## src/rtl/lift_ctx_pkg.sv

```systemverilog
package lift_ctx_pkg;

   // control word layout: {norm, apply, fut, tap_b, tap_a}
   function automatic int ctl_width(input int tap_w);
      return 2 * tap_w + 3;
   endfunction

   function automatic int off_fut(input int tap_w);
      return 2 * tap_w;
   endfunction

   function automatic int off_apply(input int tap_w);
      return 2 * tap_w + 1;
   endfunction

   function automatic int off_norm(input int tap_w);
      return 2 * tap_w + 2;
   endfunction

   // stored entry: {k2, k1, ctl}
   function automatic int entry_width(input int data_w, input int tap_w);
      return 2 * data_w + ctl_width(tap_w);
   endfunction

endpackage

```

## src/rtl/lift_ctx_idmatch.sv

```systemverilog
module lift_ctx_idmatch #(
   parameter int ID_W    = 3,
   parameter int ROW_ID  = 0,
   parameter int NUM_CTX = 16,
   parameter int CTX_W   = $clog2(NUM_CTX)
) (
   input  logic               wr,
   input  logic [ID_W-1:0]    row,
   input  logic [CTX_W-1:0]   ctx,
   output logic [NUM_CTX-1:0] hit
);
   localparam logic [ID_W-1:0] MY_ROW = ID_W'(ROW_ID);
   localparam bit POW2 = ((1 << CTX_W) == NUM_CTX);

   logic row_ok;
   logic ctx_ok;

   assign row_ok = wr && (row == MY_ROW);

   generate
      if (POW2) begin : g_full_range
         assign ctx_ok = 1'b1;
      end else begin : g_range_check
         assign ctx_ok = (int'(ctx) < NUM_CTX);
      end
   endgenerate

   generate
      for (genvar i = 0; i < NUM_CTX; i++) begin : g_dec
         assign hit[i] = row_ok && ctx_ok && (ctx == CTX_W'(i));
      end
   endgenerate
endmodule

```

## src/rtl/lift_ctx_bank.sv

```systemverilog
module lift_ctx_bank #(
   parameter int ENT_W   = 41,
   parameter int NUM_CTX = 16,
   parameter int CTX_W   = $clog2(NUM_CTX)
) (
   input  logic               clk,
   input  logic               rst_n,
   input  logic [NUM_CTX-1:0] hit,
   input  logic [ENT_W-1:0]   wdata,
   input  logic [CTX_W-1:0]   rsel,
   output logic [ENT_W-1:0]   rdata
);
   logic [ENT_W-1:0] ent [NUM_CTX];

   generate
      for (genvar i = 0; i < NUM_CTX; i++) begin : g_ent
         always_ff @(posedge clk) begin
            if (!rst_n) begin
               ent[i] <= '0;
            end else if (hit[i]) begin
               ent[i] <= wdata;
            end
         end
      end
   endgenerate

   always_comb begin
      rdata = '0;
      for (int i = 0; i < NUM_CTX; i++) begin
         if (rsel == CTX_W'(i)) rdata = ent[i];
      end
   end
endmodule

```

## src/rtl/lift_ctx_outreg.sv

```systemverilog
module lift_ctx_outreg
   import lift_ctx_pkg::*;
#(
   parameter int DATA_W = 16,
   parameter int TAP_W  = 3,
   parameter int ENT_W  = entry_width(DATA_W, TAP_W)
) (
   input  logic              clk,
   input  logic              rst_n,
   input  logic              load,
   input  logic [ENT_W-1:0]  ent_in,
   output logic [DATA_W-1:0] k1,
   output logic [DATA_W-1:0] k2,
   output logic [TAP_W-1:0]  tap_a,
   output logic [TAP_W-1:0]  tap_b,
   output logic              fut,
   output logic              apply,
   output logic              norm
);
   localparam int CW     = ctl_width(TAP_W);
   localparam int O_FUT  = off_fut(TAP_W);
   localparam int O_APP  = off_apply(TAP_W);
   localparam int O_NORM = off_norm(TAP_W);

   logic [ENT_W-1:0] hold_q;

   always_ff @(posedge clk) begin
      if (!rst_n) begin
         hold_q <= '0;
      end else if (load) begin
         hold_q <= ent_in;
      end
   end

   assign tap_a = hold_q[TAP_W-1:0];
   assign tap_b = hold_q[2*TAP_W-1:TAP_W];
   assign fut   = hold_q[O_FUT];
   assign apply = hold_q[O_APP];
   assign norm  = hold_q[O_NORM];
   assign k1    = hold_q[CW +: DATA_W];
   assign k2    = hold_q[CW+DATA_W +: DATA_W];
endmodule

```

## src/rtl/lift_ctx_store.sv

```systemverilog
module lift_ctx_store
   import lift_ctx_pkg::*;
#(
   parameter int DATA_W  = 16,
   parameter int TAP_W   = 3,
   parameter int NUM_CTX = 16,
   parameter int ID_W    = 3,
   parameter int ROW_ID  = 5,
   parameter int CTX_W   = $clog2(NUM_CTX),
   parameter int CTL_W   = ctl_width(TAP_W)
) (
   input  logic              clk,
   input  logic              rst_n,
   input  logic              cfg_wr,
   input  logic [ID_W-1:0]   cfg_row,
   input  logic [CTX_W-1:0]  cfg_ctx,
   input  logic [DATA_W-1:0] cfg_k1,
   input  logic [DATA_W-1:0] cfg_k2,
   input  logic [CTL_W-1:0]  cfg_ctl,
   input  logic [CTX_W-1:0]  ctx_sel,
   input  logic              pe_idle,
   output logic [DATA_W-1:0] act_k1,
   output logic [DATA_W-1:0] act_k2,
   output logic [TAP_W-1:0]  act_tap_a,
   output logic [TAP_W-1:0]  act_tap_b,
   output logic              act_fut,
   output logic              act_apply,
   output logic              act_norm
);
   localparam int ENT_W = entry_width(DATA_W, TAP_W);

   generate
      if (DATA_W < 2) begin : g_bad_data_w
         $error("lift_ctx_store: DATA_W must be at least 2");
      end
      if (TAP_W < 1) begin : g_bad_tap_w
         $error("lift_ctx_store: TAP_W must be at least 1");
      end
      if (NUM_CTX < 2 || NUM_CTX > (1 << CTX_W)) begin : g_bad_ctx
         $error("lift_ctx_store: NUM_CTX out of range for CTX_W");
      end
      if (ID_W < 1 || ROW_ID < 0 || ROW_ID >= (1 << ID_W)) begin : g_bad_row
         $error("lift_ctx_store: ROW_ID does not fit in ID_W");
      end
      if (CTL_W != ctl_width(TAP_W)) begin : g_bad_ctl
         $error("lift_ctx_store: CTL_W must not be overridden");
      end
   endgenerate

   logic [NUM_CTX-1:0] wr_hit;
   logic [ENT_W-1:0]   wr_ent;
   logic [ENT_W-1:0]   rd_ent;

   assign wr_ent = {cfg_k2, cfg_k1, cfg_ctl};

   lift_ctx_idmatch #(
      .ID_W    (ID_W),
      .ROW_ID  (ROW_ID),
      .NUM_CTX (NUM_CTX),
      .CTX_W   (CTX_W)
   ) u_match (
      .wr  (cfg_wr),
      .row (cfg_row),
      .ctx (cfg_ctx),
      .hit (wr_hit)
   );

   lift_ctx_bank #(
      .ENT_W   (ENT_W),
      .NUM_CTX (NUM_CTX),
      .CTX_W   (CTX_W)
   ) u_bank (
      .clk   (clk),
      .rst_n (rst_n),
      .hit   (wr_hit),
      .wdata (wr_ent),
      .rsel  (ctx_sel),
      .rdata (rd_ent)
   );

   lift_ctx_outreg #(
      .DATA_W (DATA_W),
      .TAP_W  (TAP_W),
      .ENT_W  (ENT_W)
   ) u_out (
      .clk    (clk),
      .rst_n  (rst_n),
      .load   (pe_idle),
      .ent_in (rd_ent),
      .k1     (act_k1),
      .k2     (act_k2),
      .tap_a  (act_tap_a),
      .tap_b  (act_tap_b),
      .fut    (act_fut),
      .apply  (act_apply),
      .norm   (act_norm)
   );
endmodule

```

## config.mk

```make
export PLATFORM = sky130hd
export DESIGN_NAME = lift_ctx_store
export DESIGN_NICKNAME = d
export VERILOG_FILES = /design/src/rtl/lift_ctx_pkg.sv /design/src/rtl/lift_ctx_idmatch.sv /design/src/rtl/lift_ctx_bank.sv /design/src/rtl/lift_ctx_outreg.sv /design/src/rtl/lift_ctx_store.sv
export SDC_FILE = /design/constraint.sdc
export NUM_CORES = 1
export LEC_CHECK = 0
export CAP_MARGIN = 0
export CORE_ASPECT_RATIO = 1.25
export CORE_UTILIZATION = 50
export CTS_CLUSTER_SIZE = 24
export DETAILED_ROUTE_END_ITERATION = 8
export DONT_BUFFER_PORTS = 1
export PLACE_DENSITY_LB_ADDON = 0.1
export SYNTH_ARGS = -nofsm -noshare
export SYNTH_HDL_FRONTEND = slang
export SYNTH_HIERARCHICAL = 1
export SYNTH_SLANG_ARGS = --single-unit
```

## constraint.sdc

```tcl
create_clock -name clk -period 8.5 [get_ports clk]
set_input_delay 2.55 -clock clk [delete_from_list [all_inputs] [get_ports clk]]
set_output_delay 2.55 -clock clk [all_outputs]
set_load 0.005 [all_outputs]
```

# ---- After elaboration in Yosys (flattened, before gate mapping)
# Memory sizes are Yosys's and may differ from the RTL's.
# Index checks and enable logic that the tools add are counted.
dict set report totals {
  regBits 41
  ram_bits 656
  input_bits 56
  output_inout_bits 41
  wordCells 149
  n_memories 1
}
dict set report op_classes {
  eq_ne 31
  n_mux 81
  n_bitwise 16
  n_reduce_logical 19
}
# memory words word_bits read_ports rd_ports_with_merged_regs wr line_no
set memory_table {}
lappend memory_table {u_bank.ent 16 41 16 0 16 lift_ctx_bank.sv:13} ;# logic [ENT_W-1:0] ent [NUM_CTX];
# operator n
set op_table {}
lappend op_table {{41-bit two-way mux} 32}
lappend op_table {{4-bit equality test, second input constant} 16}
lappend op_table {{1-bit two-way mux} 49}
lappend op_table {{4-bit by 3-bit equality test with 1-bit output, second input constant} 8}
lappend op_table {{1-bit logical AND} 17}
lappend op_table {{4-bit by 2-bit equality test with 1-bit output, second input constant} 4}
lappend op_table {{1-bit OR} 16}
lappend op_table {{4-bit by 1-bit equality test with 1-bit output, second input constant} 2}
lappend op_table {{4-bit zero test} 2}
lappend op_table {{3-bit equality test, second input constant} 1}

# ---- Logic depth before layout (Yosys ltp)
dict set report logic_depth {
  word_depth 17
  mapped_depth 10
  mapped_depth_nobuf 6
}

# ---- Cells and area by module
# The synthesis kept the hierarchy.
# mod n_inst cells_each area_each_um2 seq_area_each_um2
set by_module_without_submodules {}
lappend by_module_without_submodules {lift_ctx_bank 1 2565 32027.0 19698.9}
lappend by_module_without_submodules {lift_ctx_outreg 1 132 1594.0 820.8}
lappend by_module_without_submodules {lift_ctx_idmatch 1 25 153.9 0.0}

# ---- Worst setup path before layout
# OpenSTA, ideal clock, no wires.
dict set report synth_path {
  path_type {input to register}
  start {in cfg_row[1]}
  end {mem u_bank.ent[5][0], in the netlist u_bank/ent[0][205], enable pin}
  setup_time_ns 0.405
  t_arrival_ns 4.450
  required_ns 8.095
  setup_slack_ns 3.645
  stages 4
  path_buffers 1
  path_cell_list {nand4b_2 -> buf_6 -> nor3_1 -> nand2b_1}
}
# item line_no
set synth_rtl {}
lappend synth_rtl {{from (decl)} lift_ctx_store.sv:15} ;# input logic [ID_W-1:0] cfg_row,
lappend synth_rtl {{to (decl)} lift_ctx_bank.sv:13}

==> reports/summary.txt <==
status -> finished with violations
violated checks -> slew limit
Power, Total -> 7.819 mW
crit start category -> input port
ANT nets after route -> 0
largest net degree at the start of global routing -> 714
Non-Filler Instances -> 3431
final setup vio count -> 0
Synth Warn # -> 6
WP buf/inv -> 1
Final Worst Setup Slack -> 3032 ps
Tot GR Track Use -> 30.55%
Simple-Gate Fraction of Synth Area -> 17.41%
fillers -> 5603
Die W -> 234.5 um
Reg-to-Reg Start -> u_bank/ent[1][47]
Slew headroom -> -62.30%
CP Class -> input port to register
Synth Area in Adders -> 0%
Die Span Y -> 292.6 um
library cells used by synthesis -> 54
type of destination of the critical path -> register
HP Class -> register to register
sw power -> 1.753 mW
combinational share of power -> 6.4%
Hold Path End -> u_out/hold_q[39]
sw frac -> 22.42%
hold buffers post-CTS -> 0
RSZ-0062 raised after global routing -> no
Routed WL per cell -> 30.79 um
hold_ws -> 545.2 ps
Initial Util -> 50.53%
Final Hold Vio Count -> 0
Fin Clk Skew -> 23.16 ps
hpwl dp -> 59260 um
H-tree levels -> 3
delay of the slowest critical-path stage -> 1450 ps
RD Place Congestion -> 0.8360
row count -> 106
WHS Path Cells -> 2
max_cap viols -> 0
Internal -> 6.066 mW
Flop pwr share -> 51.3%
Commonest cells post-synth -> and3_1, edfxtp_1, clkbuf_1, mux2i_1, nor2_1
EDFF count, synth -> 656
clock sinks -> 697
Least-Margin Pin Slew -> 2434 ps
root buf cell -> clkbuf_16
area taken by multi-input logic gates -> 11930 um^2
clock transition at the registers of the reported paths -> 60 ps
vias in the first global route -> 22.35k
TNS Setup -> 0 ps
Cell Area, Placed -> 33850 um^2
Synth Register Bits -> 697
sequential fraction of the synthesis area -> 60.75%
area grow syn2layout -> 7.472%
# DRC -> 0
postcts setup bufs -> 0
Placement Setup Slack -> 2899 ps
Placed Cells -> 3295
first-pass GRT wire length -> 153000 um
r2r endpoint -> u_out/hold_q[6]
Core ar. -> 66840 um^2
largest family of logic cells by synthesized area -> simple AND/OR/NAND/NOR gates
Via density -> 6.756
TritonCTS Buffers -> 73
IO Port Bufs -> 0
post-synthesis compound-gate area fraction -> 11.88%
net count after synthesis -> 2778
Syn Area/Cell -> 12.41 um^2
FF-to-FF path depth -> 6
Final Instance Area -> 36300 um^2
XOR/XNOR share of the synthesized area -> 0%
GRT overflow -> 0
Worst EP arrival -> 5730 ps
Post-synth ARST share -> 0%
critical path's top delay family -> simple AND/OR/NAND/NOR gates
Worst EP required -> 8760 ps
Cell Area, Synth -> 33770 um^2
antenna violations before repair -> 2
Final nets -> 2562
drt total wl -> 105600 um
via count -> 23.18k
CTS tree -> done
Resize count post-CTS -> 0
critical-path cell list -> nand2b_2, buf_4
I/O pins -> 97
maximum fanout along the worst path -> 713
mux cell area share after synthesis -> 5.564%
Slew Limit Fails -> 600
Power Dens Cells -> 215.4 nW/um^2
Slowest cell on crit path -> nand2b_2
dominant cell type by area after synthesis -> edfxtp_1
Util after Layout -> 54.30%
Lkg Pwr -> 14.60 nW
drt pass-1 iters -> 8
Clock Latency Late Sink -> 630 ps
hold_sp -> u_out/hold_q[39]
final worst-path cycle share -> 64.33%
DRT iter0 DRCs -> 2967
clock power share -> 42.3%
share of cells above drive strength 1 -> 9.591%
die area -> 68600 um^2
FMAX -> 182.9 MHz
r2r setup slk -> 6510 ps
clock buffer depth -> 3
Max IR drop VDD -> 183.2 uV
Tmin final -> 5468 ps
area share of the largest cell type after synthesis -> 58.32%
top_reg_cell synth -> edfxtp_1
register area -> 20520 um^2
top cells by area, synth -> edfxtp_1, and3_1, mux2i_1
Mapped Cells -> 2722
[sequential cells by signal (all words and copies together) (netlist names)]
signal        cells
u_out/hold_q     41
u_bank/ent      656
[routing by layer]
layer	GRT usage, %	vias up	wire (um)
met5	0	-	0
met4	10.48	0	3251
met3	4.546	185	8693
met2	48.82	1114	50600
met1	42.47	11773	43100
li1	-	10109	-
[cell type report]
| type | count | share of cell area (%) |
|---|---|---|
| Sequential cell | 697 | 56.53 |
| Inverter | 4 | 0.04136 |
| Multi-Input combinational cell | 1689 | 32.85 |
| Clock inverter | 34 | 0.8514 |
| Clock buffer | 100 | 5.884 |
| Tap cell | 864 | 2.978 |
| Antenna cell | 2 | 0.01379 |
| Timing Repair Buffer | 41 | 0.8480 |
[kinds of logic after synthesis]
| family | count (synthesis) |
|---|---|
| multiplexers | 164 |
| buffers and inverters | 336 |
| AND/OR/NAND/NOR | 985 |
| AO/OA/AOI/OAI | 540 |
| flip-flops | 697 |
[layout by cell type, fill, tap and decap left out, types with 14 or more instances in the layout]
cell,instances
nand2b_1,47
mux4_2,19
o2bb2ai_1,21
o211ai_1,39
nor2_1,79
a2bb2oi_1,21
o221ai_1,21
o22ai_1,40
o21a_1,40
nor2b_1,63
clkinv_1,14
edfxtp_1,656
mux2i_1,145
or3_1,20
a32oi_1,21
a21oi_1,62
nand3b_1,20
a21o_1,23
a22o_1,21
dfxtp_1,41
nand2_1,45
o31a_1,19
clkbuf_16,79
and3_1,656
o21ai_0,63
nand2b_2,19
a211oi_1,60
buf_4,41
o221a_2,27
a22oi_1,41
[worst max path at each step]
stage	slack [ps]	to	from	cells past startpoint
finish	3030	u_bank/ent[0][94]	rst_n	2
global route	3420	u_bank/ent[1][14]	cfg_row[1]	4
floorplan	3640	u_bank/ent[0][205]	cfg_row[1]	4
global placement	3010	u_bank/ent[1][36]	cfg_row[1]	4
CTS	3550	u_bank/ent[1][14]	cfg_row[1]	4
detailed placement	2900	u_bank/ent[1][34]	cfg_row[1]	4
[power by group through the flow]
stage | logic, mW | registers (mW) | clock network [mW]
after CTS | 0.491 | 4.01 | 3.34
after global routing | 0.526 | 4.03 | 3.45
after global placement | 0.483 | 4.08 | 0
final | 0.499 | 4.01 | 3.31
after floorplan | 0.444 | 4.05 | 0
after detailed placement | 0.489 | 4.08 | 0
Power figures use the tool's default switching activity.
